--- src/rtl/hzd_pkg.sv ---
package hzd_pkg;
  // registered slots from decode entry through writeback
  function automatic int window_len(input int id_depth, input int ex_depth);
    return id_depth + ex_depth + 1;
  endfunction
  // slots compared against offered sources (writeback excluded)
  function automatic int hazard_len(input int id_depth, input int ex_depth);
    return id_depth + ex_depth;
  endfunction
endpackage

--- src/rtl/hzd_window.sv ---
module hzd_window #(
  parameter int LEN = 6,
  parameter int RW  = 5
) (
  input  logic                   clk,
  input  logic                   rst_n,
  input  logic                   push_vld,
  input  logic [RW-1:0]          push_idx,
  output logic [LEN-1:0]         tag_vld,
  output logic [LEN-1:0][RW-1:0] tag_idx
);
  always_ff @(posedge clk) begin
    if (!rst_n) begin
      tag_vld[0] <= 1'b0;
      tag_idx[0] <= '0;
    end else begin
      tag_vld[0] <= push_vld;
      tag_idx[0] <= push_vld ? push_idx : '0;
    end
  end

  for (genvar s = 1; s < LEN; s++) begin : g_slot
    always_ff @(posedge clk) begin
      if (!rst_n) begin
        tag_vld[s] <= 1'b0;
        tag_idx[s] <= '0;
      end else begin
        tag_vld[s] <= tag_vld[s-1];
        tag_idx[s] <= tag_idx[s-1];
      end
    end
  end
endmodule

--- src/rtl/hzd_match.sv ---
module hzd_match #(
  parameter int N  = 5,
  parameter int RW = 5
) (
  input  logic [N-1:0]         tag_vld,
  input  logic [N-1:0][RW-1:0] tag_idx,
  input  logic [RW-1:0]        src_a,
  input  logic [RW-1:0]        src_b,
  output logic                 hit
);
  logic [N-1:0] slot_hit;

  for (genvar s = 0; s < N; s++) begin : g_cmp
    assign slot_hit[s] = tag_vld[s] &&
                         ((tag_idx[s] == src_a) || (tag_idx[s] == src_b));
  end

  assign hit = |slot_hit;
endmodule

--- src/rtl/hzd_interlock.sv ---
module hzd_interlock #(
  parameter int NUM_REGS = 32,
  parameter int IF_DEPTH = 3,
  parameter int ID_DEPTH = 2,
  parameter int EX_DEPTH = 3,
  localparam int RIDX_W  = $clog2(NUM_REGS)
) (
  input  logic              clk,
  input  logic              rst_n,
  input  logic              in_valid,
  output logic              in_ready,
  input  logic [RIDX_W-1:0] in_src_a,
  input  logic [RIDX_W-1:0] in_src_b,
  input  logic [RIDX_W-1:0] in_dst,
  input  logic              in_dst_we,
  output logic              stall,
  output logic              iss_valid,
  output logic [RIDX_W-1:0] iss_src_a,
  output logic [RIDX_W-1:0] iss_src_b,
  output logic [RIDX_W-1:0] iss_dst,
  output logic              iss_dst_we,
  output logic              wb_valid,
  output logic [RIDX_W-1:0] wb_dst
);
  localparam int WIN_LEN = hzd_pkg::window_len(ID_DEPTH, EX_DEPTH);
  localparam int HAZ_LEN = hzd_pkg::hazard_len(ID_DEPTH, EX_DEPTH);

  // fetch depth overlaps the producer and never widens the window
  if (IF_DEPTH < 1 || IF_DEPTH > 5 || ID_DEPTH < 1 || ID_DEPTH > 5 ||
      EX_DEPTH < 1 || EX_DEPTH > 5) begin : g_bad_cfg
    $error("stage depths must lie in 1..5");
  end

  logic [WIN_LEN-1:0]             tag_vld;
  logic [WIN_LEN-1:0][RIDX_W-1:0] tag_idx;
  logic                           hit;
  logic                           accept;
  logic                           push_vld;

  assign accept   = in_valid && in_ready;
  assign push_vld = accept && in_dst_we && (in_dst != '0);

  hzd_window #(.LEN(WIN_LEN), .RW(RIDX_W)) u_window (
    .clk      (clk),
    .rst_n    (rst_n),
    .push_vld (push_vld),
    .push_idx (in_dst),
    .tag_vld  (tag_vld),
    .tag_idx  (tag_idx)
  );

  hzd_match #(.N(HAZ_LEN), .RW(RIDX_W)) u_match (
    .tag_vld (tag_vld[HAZ_LEN-1:0]),
    .tag_idx (tag_idx[HAZ_LEN-1:0]),
    .src_a   (in_src_a),
    .src_b   (in_src_b),
    .hit     (hit)
  );

  assign in_ready = !hit;
  assign stall    = in_valid && hit;
  assign wb_valid = tag_vld[WIN_LEN-1];
  assign wb_dst   = tag_idx[WIN_LEN-1];

  always_ff @(posedge clk) begin
    if (!rst_n) begin
      iss_valid  <= 1'b0;
      iss_src_a  <= '0;
      iss_src_b  <= '0;
      iss_dst    <= '0;
      iss_dst_we <= 1'b0;
    end else begin
      iss_valid <= accept;
      if (accept) begin
        iss_src_a  <= in_src_a;
        iss_src_b  <= in_src_b;
        iss_dst    <= in_dst;
        iss_dst_we <= in_dst_we;
      end else begin
        iss_dst_we <= 1'b0;
      end
    end
  end
endmodule

--- config.mk ---
export PLATFORM = sky130hd
export DESIGN_NAME = hzd_interlock
export DESIGN_NICKNAME = d
export VERILOG_FILES = /design/src/rtl/hzd_pkg.sv /design/src/rtl/hzd_window.sv /design/src/rtl/hzd_match.sv /design/src/rtl/hzd_interlock.sv
export SDC_FILE = /design/constraint.sdc
export NUM_CORES = 1
export LEC_CHECK = 0
export CAP_MARGIN = 40
export CORE_ASPECT_RATIO = 1.25
export CORE_UTILIZATION = 40
export CTS_CLUSTER_DIAMETER = 120
export DETAILED_ROUTE_END_ITERATION = 16
export DONT_BUFFER_PORTS = 1
export SYNTH_ARGS = -nofsm -noshare
export SYNTH_HDL_FRONTEND = slang
export SYNTH_SLANG_ARGS = --single-unit
--- constraint.sdc ---
create_clock -name clk -period 2.7 [get_ports clk]
set_input_delay 0.135 -clock clk [delete_from_list [all_inputs] [get_ports clk]]
set_output_delay 0.135 -clock clk [all_outputs]
set_load 0.03 [all_outputs]
### Word-level counts from Yosys, hierarchy flattened

Cells that the tools add are included.

* register bits after elaboration: 53
* input bits: 19
* output and inout bits: 25

* eq/ne operators: 10
* reduce and logical (&&, ||, !) cells: 19

Operators with widths (count)
* $eq 5x5->1: 10
* $logic_and 1x1->1: 9
* $logic_or 1x1->1: 5
* $reduce_bool 5->1: 1
* $reduce_or 5->1: 1
* $reduce_and 2->1: 2
* $logic_not 1->1: 1

### Logic depth before layout (Yosys ltp)

* depth after elaboration: 9
* gate-level depth with buffers: 9
* mapped depth without buffers: 6

### Cells and area by module

A second synthesis with hierarchy kept.

* cell total of the unflattened synthesis: 234
* area, all modules: 2361.0 µm²

Modules (own cells, without submodules)
* hzd_window: instances 1, cells an instance 75, area an instance 1006.0 µm²
* hzd_interlock: instances 1, cells an instance 74, area an instance 703.2 µm²
* hzd_match: instances 1, cells an instance 85, area an instance 651.9 µm²

### Worst setup path before layout

No wires, ideal clock.

* path type: flip-flop to output port
* from: register u_window.tag_idx[14] in the netlist's numbering
* to: output port stall
* arrival: 1.683 ns
* required time: 2.565 ns
* slack: 0.882 ns
* cell stages (with the launch flop): 7
* buffers on the path: 0
* cells stage by stage: dfxtp_1 > xor2_1 > nor4_1 > nand3_1 > and4_4 > and2_2 > nor2b_1

* cells in the longest elaborated chain, start to end: 5
* elaborated cells on any way between the ends: 6
* those cells by class: eq/ne: 2; reduce/logical: 4

Ends and longest elaborated chain
* start, declared: RTL line hzd_window.sv:10 `output logic [LEN-1:0][RW-1:0] tag_idx`
* start signal, assigned by index: RTL line hzd_window.sv:29 `tag_idx[s] <= tag_idx[s-1];`
* $eq 5x5->1: RTL line hzd_match.sv:15 `((tag_idx[s] == src_a) || (tag_idx[s] == src_b));`
* $logic_or 1x1->1 (*): RTL line hzd_match.sv:15
* $logic_and 1x1->1 (*): RTL line hzd_match.sv:14 `assign slot_hit[s] = tag_vld[s] &&`
* $reduce_or 5->1 (*): RTL line hzd_match.sv:18 `assign hit = |slot_hit;`
* $logic_and 1x1->1 (*): RTL line hzd_interlock.sv:61 `assign stall = in_valid && hit;`
* end, declared: RTL line hzd_interlock.sv:16 `output logic stall,`

Mark *: on every way between the ends. The rest lies on a longest branch, timed or not.

### Worst setup path in the final report

* from: register u_window.tag_idx[23] in the netlist's numbering
* to: output port stall

Same word-level chain as after synthesis.

==> out/summary.txt <==
required time worst endpoint: 2.57 ns
Post-synth top flop: dfxtp_1
Max Fanout on Critical Path: 3
first-pass GRT wire length: 7507 µm
unrepaired setup endpoints after global routing: false
Worst Slack Setup Final: 0.3822 ns
simple-gate share of the synthesized area: 0.2151
synth unique cells: 25
CTS root buf: clkbuf_8
gr usage total: 0.1588
Post-Synth Adder-Cell Area: 0
final setup skew: 0.01237 ns
Setup violations, final: 0
DRC: 0
H-Tree Level Count: 2
pre-CTS setup slack: 0.6653 ns
final worst path period need: 2.318 ns
routed vias/inst: 4.977
R2R Path Start: u_window.tag_idx[23]$_SDFF_PN0_
crit path cell chain: xor2_1 -> nor4_1 -> nand3_1 -> and4_4 -> and2_2 -> nor2b_1
hold_sp: in_dst[1]
Hold Crit Class: in2reg
Hold Fails Final Rpt: 0
DP HPWL: 3076 µm
# fillers: 582
Slowest-stage cell, CP: nor2b_1
status: completed
Clk Latency, worst-skew pair: 0.31 ns
diodes inserted: 0
# rows: 31
clk sinks: 53
syn_nets: 261
Register-to-Register Path Depth: 7
max-slew violations: 0
combinational family with the most area after synthesis: simple AND/OR/NAND/NOR gates
Hold Path Sink: u_window.tag_idx[1]$_SDFF_PN0_
Die Width: 71.48 µm
synthesized cell area: 0.002414 mm²
Max Freq: 431.4 MHz
global placer's final weighted congestion: 0.8394
worst-case clock buffer depth: 2
DIE AREA: 0.006350 mm²
xor and xnor fraction of the mapped netlist area: 0.1814
PortBufs: 0
Core Region: 0.005818 mm²
First-pass DRT Iterations: 4
nets: 263
Worst-Margin Slew: 0.5742 ns
gr ovfl total: 0
Final Cell Area: 0.002579 mm²
Post-CTS Setup Bufs: 0
Ys Warns: 0
most frequent cells in the layout: dfxtp_1 (53), nand2_1 (37), xnor2_1 (34), and2_1 (31), dlygate4sd3_1 (18)
Area Growth Syn to Fin: 6.843%
Slowest Stage Delay on Critical Path: 0.49 ns
Max IR drop VDD: 0.0003072 V
Worst Setup Start Kind: flop
register area: 0.001061 mm²
Placed Area: 0.002292 mm²
number of global-route vias before repair: 1601
Initial DRC Count: 48
Die Y-Extent: 88.85 µm
layout cells sized above 1: 0.06939
dpl cells: 284
Post-synth ARST share: 0
syn avg cell area: 9.973 µm²
compound-cell area share of the yosys netlist: 0.01089
Largest delay share family, worst path: simple AND/OR/NAND/NOR gates
setup TNS: 0 ns
I/O pins: 44
critical path class: reg2out
Reg clk slew, reported paths: 0.09 ns
Leakage: 0.9904 nW
multi-input logic area: 0.001134 mm²
final WL: 4639 µm
final cell count without fillers: 311
Antenna Nets Post-Route: 0
wire length per cell: 14.92 µm
largest net degree at the start of global routing: 63
clock buffers created by TritonCTS: 5
CP arrival: 2.18 ns
initial core utilization: 0.4148
Max-Cap Viols: 0
Tcrit/Tclk final: 0.8585
r2r endpoint: u_window.tag_idx[1]$_SDFF_PN0_
post-synthesis mux area share: 0.06221
Min Hold Slack: 0.01593 ns
R2R Setup Slk: 0.68 ns
antenna violations before repair: 0
sequential fraction of the synthesis area: 0.4396
Hold Path Stages: 1
number of flops mapped to enable cells by yosys: 0
PD cells: 548.5 mW/mm²
most common cell after layout, fill and taps aside: dfxtp_1
relative slew slack: 0.6164
CTS tree: done
FF+latch count, synth: 53
Synth Instances: 242
critical path buffer and inverter count: 0
CP endpoint kind: output port
Vias: 1548
==> per-layer routing <==
metal,GRT usage,up-vias,share of wire
li1,-,767,-
met1,0.1756,729,0.43
met2,0.2840,43,0.50
met3,0.04214,9,0.047
met4,0.07665,0,0.020
met5,0,-,0
==> worst reg2reg max path, stage by stage (launching register included) <==
cell and delay [ns]:
dfxtp_1 0.34, xor2_1 0.15, nor4_1 0.32, nand3_1 0.14, and4_4 0.19, and3_1 0.32, buf_8 0.24, and4_2 0.23
==> cells by family after synthesis <==
kind of cell	after synthesis
buffers and inverters	25
DFF	53
and+or+nand+nor	95
muxes	15
AOI/OAI and AO/OA	4
xor gates and xnor gates	50
==> power by group <==
group	internal (mW)	switching [mW]
sequential	0.804	0.0470
combinational	0.0720	0.0520
clock	0.179	0.260
total	1.06	0.359
==> repair_timing <==
item | 4_1_cts | 5_1_grt
hold buffers | 18 | 1
resized for setup | 0 | 0
hold endpoints to repair | 51 | 1
==> synth_stat cells (4+ instances only) <==
cell	number	share of area
dfxtp_1	53	0.44
nand2_1	37	0.058
xnor2_1	34	0.12
and2_1	31	0.080
xor2_1	16	0.058
mux2i_1	15	0.062
buf_6	9	0.042
buf_4	6	0.019
clkbuf_1	6	0.0093
nand3_1	6	0.012
nand4_1	4	0.010
nor4_1	4	0.010
==> worst max-delay path by stage <==
stage / start / end / slack [ns] / depth (start not counted)
floorplan: u_window.tag_idx[14]$_SDFF_PN0_ / stall / 0.88 / 6
global placement: u_window.tag_idx[17]$_SDFF_PN0_ / u_window.tag_idx[0]$_SDFF_PN0_ / 0.47 / 6
detailed placement: u_window.tag_idx[14]$_SDFF_PN0_ / u_window.tag_idx[4]$_SDFF_PN0_ / 0.67 / 7
CTS: u_window.tag_idx[14]$_SDFF_PN0_ / stall / 0.37 / 6
global route: u_window.tag_idx[14]$_SDFF_PN0_ / stall / 0.19 / 6
finish: u_window.tag_idx[23]$_SDFF_PN0_ / stall / 0.38 / 6
==> registers in the layout, indices dropped and copies added (netlist names) <==
| signal | flops |
|---|---|
| iss_dst_we | 1 |
| u_window.tag_vld | 6 |
| iss_dst | 5 |
| u_window.tag_idx | 30 |
| iss_src_a | 5 |
| iss_src_b | 5 |
| iss_valid | 1 |
==> area by class of cell <==
class,instances,share of cell area
Tap cell,66,0.03202
Clock buffer,5,0.02669
Multi-Input combinational cell,164,0.4396
Timing Repair Buffer,20,0.08345
Sequential cell,53,0.4115
Clock inverter,3,0.006793
==> through the flow <==
step	power, mW	utilization
after floorplan	0.9868	-
after global placement	0.9534	0.3914
after detailed placement	0.9569	0.3940
after CTS	1.435	0.4415
after global routing	1.480	0.4432
final	1.414	0.4432
Power figures use the tool's default switching activity.
